$ cat src/rtl/csr_guard_pkg.sv
package csr_guard_pkg;

   // Classification of one request by its byte-lane enables
   typedef enum logic [1:0] {
      ACC_IDLE = 2'd0,
      ACC_FULL = 2'd1,
      ACC_PART = 2'd2
   } acc_kind_e;

   // Local field positions inside the guard's own registers
   localparam int unsigned SRST_BIT = 0;
   localparam int unsigned ERR_BIT  = 0;

endpackage

$ cat src/rtl/csr_size_check.sv
module csr_size_check
   import csr_guard_pkg::*;
#(
   parameter int unsigned LANES = 4
) (
   input  logic             valid,
   input  logic [LANES-1:0] be,
   output acc_kind_e        kind
);

   logic [LANES-1:0] lane_ok;

   // Per-lane enable chain: a full access needs every lane set
   for (genvar g = 0; g < LANES; g++) begin : g_lane
      if (g == 0) begin : g_first
         assign lane_ok[g] = be[g];
      end else begin : g_next
         assign lane_ok[g] = lane_ok[g-1] & be[g];
      end
   end

   always_comb begin
      if (!valid)                 kind = ACC_IDLE;
      else if (lane_ok[LANES-1])  kind = ACC_FULL;
      else                        kind = ACC_PART;
   end

endmodule

$ cat src/rtl/csr_read_hold.sv
module csr_read_hold #(
   parameter int unsigned DATA_W         = 32,
   parameter int unsigned DISCARD_CYCLES = 32768
) (
   input  logic              clk,
   input  logic              rst_n,
   input  logic              clr,
   input  logic              load,
   input  logic [DATA_W-1:0] load_data,
   input  logic              take,
   output logic              pending,
   output logic [DATA_W-1:0] data,
   output logic              flushed
);

   localparam int unsigned CNT_W = (DISCARD_CYCLES > 2) ? $clog2(DISCARD_CYCLES) : 1;
   localparam logic [CNT_W-1:0] LAST = CNT_W'(DISCARD_CYCLES - 1);

   logic [CNT_W-1:0] age;

   always_ff @(posedge clk or negedge rst_n) begin
      if (!rst_n) begin
         pending <= 1'b0;
         data    <= '0;
         age     <= '0;
         flushed <= 1'b0;
      end else if (clr) begin
         pending <= 1'b0;
         data    <= '0;
         age     <= '0;
         flushed <= 1'b0;
      end else begin
         flushed <= 1'b0;
         if (load) begin
            pending <= 1'b1;
            data    <= load_data;
            age     <= '0;
         end else if (pending) begin
            if (take) begin
               pending <= 1'b0;
               age     <= '0;
            end else if (age == LAST) begin
               pending <= 1'b0;
               data    <= '0;
               age     <= '0;
               flushed <= 1'b1;
            end else begin
               age <= age + 1'b1;
            end
         end
      end
   end

endmodule

$ cat src/rtl/csr_irq_gate.sv
module csr_irq_gate #(
   parameter int unsigned CMD_W    = 16,
   parameter int unsigned GATE_BIT = 10,
   parameter bit          OUT_REG  = 1'b0
) (
   input  logic             clk,
   input  logic             rst_n,
   input  logic             err_sts,
   input  logic             err_en,
   input  logic             int_irq,
   input  logic [CMD_W-1:0] cmd_word,
   output logic             err_irq,
   output logic             host_irq
);

   logic host_raw;
   logic unused_cmd;

   assign err_irq    = err_sts & err_en;
   assign host_raw   = (int_irq | err_irq) & cmd_word[GATE_BIT];
   assign unused_cmd = ^cmd_word;

   if (OUT_REG) begin : g_reg
      always_ff @(posedge clk or negedge rst_n) begin
         if (!rst_n) host_irq <= 1'b0;
         else        host_irq <= host_raw;
      end
   end else begin : g_comb
      assign host_irq = host_raw;
   end

endmodule

$ cat src/rtl/csr_size_guard.sv
module csr_size_guard
   import csr_guard_pkg::*;
#(
   parameter int unsigned DATA_W         = 32,
   parameter int unsigned ADDR_W         = 9,
   parameter int unsigned LANES          = DATA_W / 8,
   parameter int unsigned DISCARD_CYCLES = 32768,
   parameter int unsigned CMD_W          = 16,
   parameter int unsigned GATE_BIT       = 10,
   parameter bit          OUT_REG        = 1'b0,
   parameter logic [ADDR_W-1:0] MODE_ADDR = 9'h1F0,
   parameter logic [ADDR_W-1:0] EN_ADDR   = 9'h1F4,
   parameter logic [ADDR_W-1:0] STS_ADDR  = 9'h1F8
) (
   input  logic              clk,
   input  logic              rst_n,
   input  logic              soft_rst_i,
   input  logic              req_valid,
   output logic              req_ready,
   input  logic              req_write,
   input  logic [ADDR_W-1:0] req_addr,
   input  logic [LANES-1:0]  req_be,
   input  logic [DATA_W-1:0] req_wdata,
   output logic              rd_valid,
   output logic [DATA_W-1:0] rd_data,
   input  logic              rd_take,
   output logic              discard_pulse,
   output logic              rf_rd,
   output logic              rf_we,
   output logic [ADDR_W-1:0] rf_addr,
   output logic [DATA_W-1:0] rf_wdata,
   input  logic [DATA_W-1:0] rf_rdata,
   input  logic              int_irq_i,
   input  logic [CMD_W-1:0]  cmd_word_i,
   output logic              err_irq_o,
   output logic              host_irq_o
);

   // Elaboration-time parameter checks
   if (DATA_W % 8 != 0 || LANES != DATA_W / 8) begin : g_bad_width
      $error("csr_size_guard: DATA_W must be a whole number of byte lanes");
   end
   if (DISCARD_CYCLES < 2) begin : g_bad_discard
      $error("csr_size_guard: DISCARD_CYCLES must be at least 2");
   end
   if (GATE_BIT >= CMD_W) begin : g_bad_gate
      $error("csr_size_guard: GATE_BIT outside command word");
   end

   acc_kind_e         kind;
   logic              accept, full_acc, part_acc;
   logic              hit_mode, hit_en, hit_sts, is_local;
   logic              mode_srst, soft_active;
   logic              err_en, err_sts;
   logic [DATA_W-1:0] loc_rdata, cap_data;
   logic              cap_load;

   csr_size_check #(.LANES(LANES)) u_size (
      .valid (req_valid),
      .be    (req_be),
      .kind  (kind)
   );

   assign soft_active = mode_srst | soft_rst_i;
   assign req_ready   = !rd_valid && !soft_active;
   assign accept      = req_valid && req_ready;
   assign full_acc    = accept && (kind == ACC_FULL);
   assign part_acc    = accept && (kind == ACC_PART);

   assign hit_mode = (req_addr == MODE_ADDR);
   assign hit_en   = (req_addr == EN_ADDR);
   assign hit_sts  = (req_addr == STS_ADDR);
   assign is_local = hit_mode | hit_en | hit_sts;

   // Register-file port: full writes only, reads of any size
   assign rf_we    = full_acc && req_write && !is_local;
   assign rf_rd    = accept && !req_write && !is_local;
   assign rf_addr  = req_addr;
   assign rf_wdata = req_wdata;

   always_comb begin
      loc_rdata = '0;
      if (hit_mode)     loc_rdata[SRST_BIT] = mode_srst;
      else if (hit_en)  loc_rdata[ERR_BIT]  = err_en;
      else if (hit_sts) loc_rdata[ERR_BIT]  = err_sts;
   end

   assign cap_load = accept && !req_write;
   assign cap_data = is_local ? loc_rdata : rf_rdata;

   // Local registers: soft-reset bit, error enable, sticky error
   always_ff @(posedge clk or negedge rst_n) begin
      if (!rst_n) begin
         mode_srst <= 1'b0;
         err_en    <= 1'b0;
         err_sts   <= 1'b0;
      end else begin
         mode_srst <= full_acc && req_write && hit_mode && req_wdata[SRST_BIT];
         if (full_acc && req_write && hit_en)
            err_en <= req_wdata[ERR_BIT];
         if (soft_active)
            err_sts <= 1'b0;
         else if (part_acc)
            err_sts <= 1'b1;
      end
   end

   csr_read_hold #(
      .DATA_W         (DATA_W),
      .DISCARD_CYCLES (DISCARD_CYCLES)
   ) u_hold (
      .clk       (clk),
      .rst_n     (rst_n),
      .clr       (soft_active),
      .load      (cap_load),
      .load_data (cap_data),
      .take      (rd_take),
      .pending   (rd_valid),
      .data      (rd_data),
      .flushed   (discard_pulse)
   );

   csr_irq_gate #(
      .CMD_W    (CMD_W),
      .GATE_BIT (GATE_BIT),
      .OUT_REG  (OUT_REG)
   ) u_irq (
      .clk      (clk),
      .rst_n    (rst_n),
      .err_sts  (err_sts),
      .err_en   (err_en),
      .int_irq  (int_irq_i),
      .cmd_word (cmd_word_i),
      .err_irq  (err_irq_o),
      .host_irq (host_irq_o)
   );

endmodule

$ cat config.mk
export PLATFORM = sky130hd
export DESIGN_NAME = csr_size_guard
export DESIGN_NICKNAME = d
export VERILOG_FILES = /design/src/rtl/csr_guard_pkg.sv /design/src/rtl/csr_size_check.sv /design/src/rtl/csr_read_hold.sv /design/src/rtl/csr_irq_gate.sv /design/src/rtl/csr_size_guard.sv
export SDC_FILE = /design/constraint.sdc
export NUM_CORES = 1
export LEC_CHECK = 0
export ABC_CLOCK_PERIOD_IN_PS = 5090
export BUFFER_PORTS_ARGS = -buffer_cell sky130_fd_sc_hd__buf_4
export CAP_MARGIN = 20
export CORE_MARGIN = 2
export CORE_UTILIZATION = 47
export DETAILED_ROUTE_END_ITERATION = 6
export GPL_TIMING_DRIVEN = 0
export PLACE_DENSITY_LB_ADDON = 0.05
export SYNTH_ARGS = -nofsm -noshare
export SYNTH_HDL_FRONTEND = slang
export SYNTH_HIERARCHICAL = 1
export SYNTH_SLANG_ARGS = --single-unit
$ cat constraint.sdc
create_clock -name clk -period 5.09 [get_ports clk]
set_clock_uncertainty 0.1 [all_clocks]
set_input_delay 1.018 -clock clk [delete_from_list [all_inputs] [get_ports clk]]
set_output_delay 1.018 -clock clk [all_outputs]
set_load 0.01 [all_outputs]
# Word level (Yosys, flattened, before mapping)
# Index checks and enable logic that the tools add are counted.
dict set report op_classes {
  n_bitwise 9
  n_reduce_logical 19
  eq_ne 7
  mux 28
  add_sub_neg 1
}
# op count
set op_table {}
lappend op_table {{$mux W32} 6}
lappend op_table {{$mux W15} 5}
lappend op_table {{$eq A9 B9 Y1 const B} 3}
lappend op_table {{$add A15 B1 Y15 const B} 1}
lappend op_table {{$eq A15 B15 Y1 const B} 1}
lappend op_table {{$mux W1} 15}
lappend op_table {{$logic_and A1 B1 Y1} 11}
lappend op_table {{$reduce_bool A3 Y1} 2}
lappend op_table {{$and A1 B1 Y1} 5}
lappend op_table {{$logic_not A1 Y1} 4}
lappend op_table {{$mux W2} 2}
lappend op_table {{$or A1 B1 Y1} 4}
lappend op_table {{$ne A3 B1 Y1 const B} 1}
lappend op_table {{$reduce_and A3 Y1} 1}
lappend op_table {{$eq A2 B1 Y1 const B} 1}
lappend op_table {{$eq A2 B2 Y1 const B} 1}
lappend op_table {{$reduce_bool A2 Y1} 1}
dict set report word_totals {
  regBits 52
  wordCells 71
  in_bits 100
}

# Logic depth before layout (Yosys ltp)
dict set report logic_depth {
  ltp_word 10
  ltp_mapped 8
  mapped_depth_nobuf 6
}

# Hierarchy
# Netlist, hierarchy kept.
# module area_per_inst_um2 cells_per_inst instances
set modules_own_cells {}
lappend modules_own_cells {csr_read_hold 2138.3 174 1}
lappend modules_own_cells {csr_size_guard 792.0 105 1}
lappend modules_own_cells {csr_size_check 20.0 4 1}
lappend modules_own_cells {csr_irq_gate 16.3 2 1}

# Worst setup path after synthesis
# No wires, ideal clock.
dict set report synth_timing {
  path_kind {input to output}
  start {in soft_rst_i}
  end {out rf_we}
  arrival_time_ps 2230
  required_ps 3972
  path_slack_ps 1742
  cell_stages 3
  path_buffers 0
  cell_sequence {or4b_4 > or4b_4 > nor2b_1}
}
dict set report synth_via {
  elab_chain_cells 7
}
# element line_no
set synth_rtl {}
lappend synth_rtl {{start, declared} csr_size_guard.sv:17} ;# input logic soft_rst_i,
lappend synth_rtl {{$or A1 B1 Y1} csr_size_guard.sv:64} ;# assign soft_active = mode_srst | soft_rst_i;
lappend synth_rtl {{$logic_not A1 Y1} csr_size_guard.sv:65} ;# assign req_ready = !rd_valid && !soft_active;
lappend synth_rtl {{$logic_and A1 B1 Y1} csr_size_guard.sv:65}
lappend synth_rtl {{$logic_and A1 B1 Y1} csr_size_guard.sv:66} ;# assign accept = req_valid && req_ready;
lappend synth_rtl {{$logic_and A1 B1 Y1} csr_size_guard.sv:67} ;# assign full_acc = accept && (kind == ACC_FULL);
lappend synth_rtl {{$logic_and A1 B1 Y1 (2 in a row)} csr_size_guard.sv:76} ;# assign rf_we = full_acc && req_write && !is_local;
lappend synth_rtl {{end, declared} csr_size_guard.sv:29} ;# output logic rf_we,
# Every way passes these cells.

# Worst setup path after layout
# Ends and elaborated chain as after synthesis.

==> flow_summary.ini <==
[outcome]
status = completed

[pwr]
sw_frac_of_total_pct = 24.0
ir_drop_v = 0.000155
pwr-share-comb_pct = 18.5
seq_power_share_pct = 48.7
p_switching_mw = 0.211
power.total_mw = 0.879
leakage_nw = 2.08
power.density_mw_per_mm2 = 211
cellInternalPower_mw = 0.668
p_clk_share_pct = 32.7

[critical_path]
critical-path-top-delay-family = simple AND/OR/NAND/NOR gates
reg2reg_depth = 6
crit_type = in -> out
critPathMaxStageDelay_ps = 520
critical-path-slowest-cell = or4b_4
critPathCaptureType = output port
critPathRequiredTime_ps = 3970
cp-start-kind = input port
arrival_ps = 2420
critPathBufInv = 2
cp.depth = 5
path_max_fanout = 3
path_cells = buf_4 > or4b_4 > or4b_4 > nor2b_1 > buf_4

[global_route]
grt_max_degree = 53
antenna_found_initial = 0
first_global_vias = 2623
grt-ovfl-total = 0
grt_pass1_wl_um = 12500
grtUsageTotal_pct = 21.7

[timing]
hold_violations = 0
slew_viol_final = 0
fmax_mhz = 283
rsz0062_at_grt = false
timing.final.crit_period_ps = 3540
setup_tns_ps = 0
fin_ws_ps = 1550
maxSlewHeadroom_pct = 50.9
finalCritPeriodShare_pct = 69.5
worstMarginPinSlew_ps = 731
setup-violations-final = 0

[cts]
cts.sinks = 52
clockRootBuffer = clkbuf_8
numCtsBuffers = 5
post_cts_resized = 0
postCtsSetupRepairBufs = 0
clk_latency_ps = 300
hold_buffers = 0
cts_tree = done
h-tree-depth = 2
clk_pin_slew_ps = 90
clk_path_buf_depth = 2

[job]
maxCapViolCount = 0

[synth]
ys_ff_latch = 52
syn_area_per_cell_um2 = 10.4
synth_flop_cell = dfrtp_1
synth_top_area_share_pct = 43.9
syn-cell-area_mm2 = 0.00297
ys_types = 50
synth_edf_count = 0
ys_top_cells_by_count = dfrtp_1 (52), buf_4 (42), and2_1 (35)
yosysMostFrequentCell = dfrtp_1
synthArstFlopShare_pct = 100
synth_top_cell_by_area = dfrtp_1
yosys_warnings = 6
syn-num-nets = 386
synth_area_leaders = dfrtp_1 (44%), buf_4 (11%), a22o_1 (9.4%), and2_1 (7.4%), a31oi_1 (3.6%)
yosysSeqAreaShare_pct = 43.9
postSynthCellCount = 285

[detailed_routing]
wl_um = 7490
drtIter0Drc = 61
ant_nets = 0
drcViolationCount = 0
vias = 2638
post_drt_wl_per_cell_um = 15.0
dr.pass1.iters = 4
viasPerCell = 5.27

[place]
preCtsSetupSlack_ps = 1550
io_buffers = 133
place_congestion = 0.893
hpwlAfterDp_um = 5770

[die]
start_util_pct = 49.2
pin_count = 180
die_y_um = 83.4
dieWidth_um = 83.4
row_count = 28
coreArea_mm2 = 0.00603
die-area_mm2 = 0.00696

[finish]
drive_above_1_share_pct = 47.7
antenna_cells = 0
fin_nets = 526
fillers = 463
syn2layout_area_growth_pct = 40.6

[hold_path]
hp-class = reg -> reg
hold_depth = 1
==> kinds of logic after synthesis <==
logic type                 after synthesis  share of synthesized area, %
muxes                                    2                         0.717
buffers and inverters                   62                          14.3
AOI/OAI and AO/OA                       72                          18.9
DFF                                     52                          43.9
and+or+nand+nor                         96                          21.8
adders and majority gates                1                         0.422
==> layout by cell type (no fill, tap or decap), types with 3 or more instances in the layout <==
cell,Yosys,layout
and2_1,35,35
buf_6,4,4
buf_2,3,3
clkbuf_1,8,9
inv_1,4,4
o21ai_1,3,3
dfrtp_1,52,52
nor4_1,5,5
a21oi_1,5,5
nor2_1,7,7
a22o_1,32,32
nand2_1,6,6
a31oi_1,17,17
nand3_1,6,6
clkbuf_8,0,5
buf_4,42,175
or3b_1,3,3
a41oi_1,4,4
nor2b_1,3,3
nand4_1,5,5
==> power groups by stage <==
stage | Clock, mW | Combinational [mW] | Sequential, mW
floorplan | 0 | 0.0703 | 0.440
global placement | 0 | 0.162 | 0.437
detailed placement | 0 | 0.165 | 0.436
CTS | 0.291 | 0.165 | 0.429
global route | 0.310 | 0.178 | 0.430
finish | 0.288 | 0.163 | 0.429
==> flip-flops by register name, summed over array words and instances (netlist names) <==
name            flops
u_hold/flushed      1
u_hold/data        32
u_hold/pending      1
u_hold/age         15
mode_srst           1
err_en              1
err_sts             1
==> routing by layer <==
metal  routed length [µm]  global-route usage (%)
met5                    0                       0
met4                   63                    3.67
met3                  573                    6.46
met2                 3920                    37.9
met1                 2940                    27.1
==> worst register-to-register path: cells and delay by family (launching register included) <==
family | cells | cell delay (ps)
flip-flops | 1 | 450
AO/OA/AOI/OAI | 1 | 220
buffers and inverters | 2 | 620
AND/OR/NAND/NOR | 3 | 980
==> worst paths after layout <==
check	from	endpoint	slack [ps]
max	soft_rst_i	rf_we	1550
min	u_hold/data[7]	u_hold/data[7]	410
max reg2reg	u_hold/pending	u_hold/data[24]	2670
min reg2reg	u_hold/data[7]	u_hold/data[7]	410
max in group asynchronous	rst_n	u_hold/data[0]	3830
min in group asynchronous	rst_n	u_hold/age[6]	630
==> area by class of cell <==
cell class | instances | area [µm²] | share of cell area [%]
flip-flops and latches | 52 | 1300 | 31.2
multi-input cells | 171 | 1240 | 29.8
repair buffers | 133 | 998 | 23.9
plain buffers | 58 | 409 | 9.81
well taps | 75 | 93.8 | 2.25
clock buffers | 6 | 72.6 | 1.74
clock inverters | 2 | 38.8 | 0.930
inverters | 4 | 15.0 | 0.360
==> through the flow <==
step	instances	hold slack (ps)	area (µm²)	util, %
2_1_floorplan	285	364	2970	-
3_3_place_gp	493	389	4060	67.4
3_5_place_dp	493	392	4060	67.4
4_1_cts	501	418	4170	69.2
5_1_grt	501	435	4170	69.2
6_report	501	412	4170	69.2
Note: power is estimated with default switching activity, not from simulation.
